**config.mk**
```make
export PLATFORM = sky130hd
export DESIGN_NAME = warl_csr
export DESIGN_NICKNAME = d
export VERILOG_FILES = /design/src/rtl/warl_csr.sv
export SDC_FILE = /design/constraint.sdc
export NUM_CORES = 1
export LEC_CHECK = 0
export ABC_AREA = 0
export CAP_MARGIN = 10
export CORE_MARGIN = 5
export CORE_UTILIZATION = 38
export DETAILED_ROUTE_END_ITERATION = 7
export GPL_TIMING_DRIVEN = 0
export PLACE_DENSITY_LB_ADDON = 0.25
export SETUP_SLACK_MARGIN = 0.05
export SLEW_MARGIN = 10
export SYNTH_ARGS = -nofsm -noshare
export SYNTH_HDL_FRONTEND = slang
export SYNTH_SLANG_ARGS = --single-unit
```
**constraint.sdc**
```tcl
create_clock -name clk -period 2.5 [get_ports clk]
set_clock_uncertainty 0.2 [all_clocks]
set_input_delay 0.5 -clock clk [delete_from_list [all_inputs] [get_ports clk]]
set_output_delay 0.5 -clock clk [all_outputs]
set_load 0.01 [all_outputs]
```
**src/rtl/warl_csr.sv**
```systemverilog
module warl_csr #(
  parameter int BASE_W     = 14,
  parameter int FLD_W      = 4,
  parameter int ALIGN_BITS = 4,
  parameter int RNG_LO0    = 2,
  parameter int RNG_HI0    = 5,
  parameter int RNG_LO1    = 9,
  parameter int RNG_HI1    = 12,
  parameter int RNG_POLICY = 2,
  parameter int HOLD_MAX   = 9,
  parameter logic [3:0] MV_MASK = 4'b0110,
  parameter logic [3:0] MV_VAL  = 4'b1001,
  localparam int MODE_W   = 2,
  localparam int BASE_LSB = MODE_W,
  localparam int ZERO_LSB = BASE_LSB + BASE_W,
  localparam int RNG_LSB  = ZERO_LSB + FLD_W,
  localparam int HOLD_LSB = RNG_LSB + FLD_W,
  localparam int MV_LSB   = HOLD_LSB + FLD_W,
  localparam int W        = MV_LSB + FLD_W
) (
  input  logic         clk,
  input  logic         rst_n,
  input  logic         wr_en,
  input  logic [W-1:0] wr_data,
  output logic [W-1:0] rd_data,
  output logic [W-1:0] hw_csr
);

  logic [MODE_W-1:0] mode_q, mode_nx;
  logic [BASE_W-1:0] base_q, base_nx;
  logic [FLD_W-1:0]  rng_q, rng_nx, rng_fix;
  logic [FLD_W-1:0]  hold_q, hold_nx;
  logic [FLD_W-1:0]  mv_q, mv_nx;

  wire [MODE_W-1:0] w_mode = wr_data[BASE_LSB-1:0];
  wire [BASE_W-1:0] w_base = wr_data[ZERO_LSB-1:BASE_LSB];
  wire [FLD_W-1:0]  w_rng  = wr_data[HOLD_LSB-1:RNG_LSB];
  wire [FLD_W-1:0]  w_hold = wr_data[MV_LSB-1:HOLD_LSB];
  wire [FLD_W-1:0]  w_mv   = wr_data[W-1:MV_LSB];

  assign mode_nx = w_mode[1] ? mode_q : w_mode;
  assign base_nx = (mode_nx == 2'b01) ?
                   {w_base[BASE_W-1:ALIGN_BITS], {ALIGN_BITS{1'b0}}} : w_base;

  wire rng_ok = (int'(w_rng) >= RNG_LO0 && int'(w_rng) <= RNG_HI0) ||
                (int'(w_rng) >= RNG_LO1 && int'(w_rng) <= RNG_HI1);

  generate
    if (RNG_POLICY == 0) begin : g_small
      assign rng_fix = FLD_W'(RNG_LO0);
    end else if (RNG_POLICY == 1) begin : g_large
      assign rng_fix = FLD_W'(RNG_HI1);
    end else begin : g_near
      always_comb begin
        if (int'(w_rng) < RNG_LO0)
          rng_fix = FLD_W'(RNG_LO0);
        else if (int'(w_rng) > RNG_HI1)
          rng_fix = FLD_W'(RNG_HI1);
        else if ((int'(w_rng) - RNG_HI0) <= (RNG_LO1 - int'(w_rng)))
          rng_fix = FLD_W'(RNG_HI0);
        else
          rng_fix = FLD_W'(RNG_LO1);
      end
    end
  endgenerate

  assign rng_nx  = rng_ok ? w_rng : rng_fix;
  assign hold_nx = (int'(w_hold) <= HOLD_MAX) ? w_hold : hold_q;
  assign mv_nx   = (w_mv & MV_MASK) | (MV_VAL & ~MV_MASK);

  always_ff @(posedge clk) begin
    if (!rst_n) begin
      mode_q <= '0;
      base_q <= '0;
      rng_q  <= FLD_W'(RNG_LO0);
      hold_q <= '0;
      mv_q   <= MV_VAL & ~MV_MASK;
    end else if (wr_en) begin
      mode_q <= mode_nx;
      base_q <= base_nx;
      rng_q  <= rng_nx;
      hold_q <= hold_nx;
      mv_q   <= mv_nx;
    end
  end

  wire [W-1:0] csr_word = {mv_q, hold_q, rng_q, {FLD_W{1'b0}}, base_q, mode_q};
  assign rd_data = csr_word;
  assign hw_csr  = csr_word;

endmodule

```
---- Word-level counts from Yosys, hierarchy flattened ----
Index checks and enable logic that the tools add are counted.
word-level totals
  logic and storage cells ................. 26
  register bits ........................... 26
  bits of input ports ..................... 35
cells by class
  muxes and demuxes ....................... 6
  eq/ne operators ......................... 1
  order comparisons ....................... 8
  add/sub/neg operators ................... 2
  reductions and logical operators ........ 4
operators with widths
  operator                                                            number
  two-way mux 4 bit                                                   5
  less-or-equal comparator 4 bit (second input constant)              2
  less-or-equal comparator 5 bit                                      1
  subtractor 4 x 3 -> 5 bit (second input constant)                   1
  subtractor 4 x 4 -> 5 bit (first input constant)                    1
  greater-or-equal comparator 4 x 2 -> 1 bit (second input constant)  1
  greater-or-equal comparator 4 bit (second input constant)           1
  greater-than comparator 4 bit (second input constant)               1
  less-or-equal comparator 4 x 3 -> 1 bit (second input constant)     1
  less-than comparator 4 x 2 -> 1 bit (second input constant)         1
  == test 2 x 1 -> 1 bit (second input constant)                      1
  logical AND 1 bit                                                   2
  two-way mux 2 bit                                                   1
  AND reduction 2 bit                                                 1
  logical OR 1 bit                                                    1

---- Longest topological paths before layout ----
  depth after elaboration ................. 6
  mapped depth ............................ 11
  depth with buffers taken out ............ 10

---- Least setup slack after synthesis ----
OpenSTA, ideal clock, no wires.
  path kind ............................... input to register
  start ................................... input wr_data[22]
  end ..................................... register rng_q[3]
  setup time .............................. 0.070 ns
  arrival ................................. 2.063 ns
  stages on the path ...................... 10
  data required time ...................... 2.230 ns
  buffers on the path ..................... 1
  slack ................................... 0.166 ns
  cells stage by stage .................... buf_6 -> inv_1 -> ha_1 -> ha_1 -> inv_1 -> ha_1 -> and3_1 -> nor4b_1 -> nor2_1 -> o2bb2ai_1
on the way
  word-level cells in the longest chain between the ends .. 6
  elaborated cells on any way between the ends .. 16
ends and longest elaborated chain
  element                                                                        RTL line  RTL
  start: declaration                                                             24        input logic [W-1:0] wr_data,
  subtractor 4 x 3 -> 5 bit / subtractor 4 x 4 -> 5 bit (equally long branches)  59        else if ((int'(w_rng) - RNG_HI0) <= (RNG_LO1 - int'(w_rng)))
  less-or-equal comparator 5 bit                                                 59
  two-way mux 4 bit                                                              59
  two-way mux 4 bit                                                              57        else if (int'(w_rng) > RNG_HI1)
  two-way mux 4 bit                                                              55        if (int'(w_rng) < RNG_LO0)
  two-way mux 4 bit *                                                            67        assign rng_nx = rng_ok ? w_rng : rng_fix;
  end signal: assignment                                                         75        rng_q <= FLD_W'(RNG_LO0);
  end signal: assignment                                                         81        rng_q <= rng_nx;
  end: declaration                                                               31        logic [FLD_W-1:0] rng_q, rng_nx, rng_fix;
Every way passes the cells marked *; elsewhere a longest branch is shown, timed or not.
A chain may end at the register's enable or synchronous reset.

---- Worst setup path after layout ----
  start ................................... input wr_data[21]
  end ..................................... register rng_q[3]
The elaborated chain is that of the path after synthesis.

==> out/metrics.csv <==
metric;value;unit
vias in the first global route;1412;
most frequent cells in the layout;clkdlybuf4s50_1 (74), buf_4 (42), dfxtp_1 (26);
fin crit share;92.69;%
Max-slew headroom;66.30;%
die height;77.34;um
critical path class;in2reg;
GR Overflow Total;0;
most common cell after layout, fill and taps aside;clkdlybuf4s50_1;
Core Util, Final;62.01;%
post-synthesis sequential area ratio;30.21;%
HP Class;reg2reg;
initial antenna violation count;0;
worst slew pin tran;0.5055;ns
Yosys reg bits;26;
share of flip-flops with an asynchronous set or reset;0;%
CP endpoint kind;flop;
Data required, critical path;2.51;ns
flop2flop setup slack;1.17;ns
Die Area;0.005981;sq mm
pin count of the biggest net entering global routing;16;
hold path depth;2;
hold path start;mode_q[1];
Bufs on Longest Clock Path;2;
I/O pins;99;
# clock sinks;26;
Post-Route WL;4.264;mm
CTS tree;yes;
first-pass GRT wire length;6.858;mm
setup TNS;0;ns
CP Buf/Inv Count;2;
port buffer count;78;
Rows;24;
Worst-path clk slew;0.09;ns
R2R cell count;5;
status;completed;
Avg Cell Area, Syn;8.746;sq um
Final setup viols;0;
CORE AREA;0.004384;sq mm
critical path fanouts, max;6;
Peak supply drop;265.3;uV
Most used DFF post-synth;dfxtp_1;
post-synthesis cell type count;41;
Pwr Density;435.0;mW/mm^2
r2r startpoint;mode_q[1];
worst-skew pair later-pin latency;0.27;ns
DR vias;1548;
Iteration-0 DRC Markers;91;
Global Route Usage Sum;13.79;%
CP Cell Sequence;clkdlybuf4s18_2 -> inv_2 -> ha_2 -> a21oi_4 -> xnor2_1 -> ha_1 -> and3_1 -> nor4b_2 -> nor2_1 -> o2bb2ai_1;
drc violations;0;
starting density of the core;39.30;%
share of layout cells above drive strength 1;22.26;%
FMAX;431.5;MHz
Top Family by Delay on Critical Path;adder cells;
post-DP HPWL;3.493;mm
Die X;77.34;um
hold buffer count at CTS;0;
Post-synth EDFFs;0;
Hold Crit Endpoint;mode_q[1];
Max stage delay cell, worst path;ha_1;
synthesized area;0.001723;sq mm
CTS Root Cell;clkbuf_8;
slowest stage delay, CP;0.33;ns
Via density;4.500;
Routed Antenna Nets;0;
Layout area overhead;57.81;%
routed len/inst;12.40;um
Net count, final;338;
cells after synthesis;197;
RSZ-0062 raised after global routing;no;
Max-Cap Viols;0;
YS warnings;0;
Ant. Diodes;0;
Max Slew Vio Count;0;
DR pass1 iterations;4;
startpoint types;input port;
Worst Path Arrival;2.32;ns
FF-to-FF End;base_q[0];
Pleak;1.196;nW
Hold Vio Cnt, Final;0;
H-Tree Depth;1;
fin crit period;2.317;ns
CTS Buf Count;3;
Placer Congestion;0.7893;
==> metrics by stage <==
step                      instances  area [sq um]  hold WS, ns  setup WS (ns)  power, mW
after global routing            344          2719       0.3135        0.05048      1.257
after floorplan                 207          1760       0.2739         0.1664     0.6710
final                           344          2719       0.2800         0.1826      1.183
after global placement          337          2606       0.2611        -0.6952     0.8366
after CTS                       342          2700       0.2823        0.07210      1.195
after detailed placement        337          2606       0.2690        -0.6911     0.8413
==> power breakdown <==
group	internal, mW	total [mW]	switching, mW
Combinational	0.227	0.381	0.154
Sequential	0.439	0.458	0.0197
Clock	0.214	0.343	0.129
==> tightest hold or removal path: stages, from the launching register on <==
cell	delay (ns)
dfxtp_1	0.35
nand2_1	0.06
nor2_1	0.03
==> sequential cells by signal, summed over array words and instances, names as in the netlist <==
name,count
base_q,14
hold_q,4
mode_q,2
mv_q,2
rng_q,4
==> how the worst max path moves through the flow <==
stage                     start  endpoint  slack (ns)  depth (start not counted)
finish              wr_data[21]  rng_q[3]        0.18                         10
global route        wr_data[21]  rng_q[3]        0.05                         10
CTS                 wr_data[22]  rng_q[3]        0.07                         11
detailed placement  wr_data[21]  rng_q[3]       -0.69                         10
global placement    wr_data[21]  rng_q[3]       -0.70                         10
floorplan           wr_data[22]  rng_q[3]        0.17                         10
==> cells by family (layout without fill, tap and decap cells) <==
kind of cell             after synthesis  count (layout)  synth area share (%)
AO/OA/AOI/OAI                         37              37                 15.98
XOR/XNOR                               3               3                 1.525
adder cells (fa/ha/maj)               10              10                 7.262
buffers and inverters                 54             139                 20.70
flip-flops                            26              26                 30.21
multiplexers                          14              14                 8.206
other                                  2              12                0.4359
AND/OR/NAND/NOR                       51              51                 15.69
==> metal layers <==
metal | global-route usage, % | vias to the layer above | part of all wire [%]
li1 | - | 805 | -
met1 | 17.63 | 682 | 45
met4 | 4.983 | 0 | 1.7
met3 | 3.009 | 4 | 6.4
met5 | 0 | - | 0
met2 | 22.81 | 57 | 47
==> synthesized netlist by cell type (2+ instances only) <==
| cell | number | share of area (%) |
|---|---|---|
| buf_2 | 3 | 0.87 |
| nor2_1 | 9 | 2.0 |
| ha_1 | 10 | 7.3 |
| a22oi_1 | 4 | 1.7 |
| nand2b_1 | 2 | 0.73 |
| nand3_1 | 3 | 0.87 |
| a21oi_1 | 6 | 1.7 |
| nand2_1 | 14 | 3.1 |
| o21a_1 | 3 | 1.3 |
| o2bb2ai_1 | 3 | 1.5 |
| inv_1 | 7 | 1.5 |
| buf_4 | 38 | 17 |
| conb_1 | 2 | 0.44 |
| dfxtp_1 | 26 | 30 |
| xnor2_1 | 2 | 1.0 |
| clkbuf_1 | 5 | 1.1 |
| mux2i_1 | 13 | 7.6 |
| o21ai_0 | 5 | 1.5 |
| nor2b_1 | 17 | 6.2 |
| a21boi_0 | 4 | 1.7 |
==> layout make-up <==
cell class                      instances  area [sq um]
Clock inverter                          1         30.03
Inverter                                7         30.03
Tap cell                               52         65.06
Sequential cell                        26         520.5
Multi-Input combinational cell        127         903.4
Timing Repair Buffer                   81         795.8
Clock buffer                            3         41.29
Buffer                                 47         332.8
Fill cell                             384          1665
==> what timing repair did <==
action,in CTS,in global routing
setup endpoints to repair,4,2
buffers inserted,1,2
pin swaps,1,1
gates resized for setup,10,8
Power figures use the tool's default switching activity.
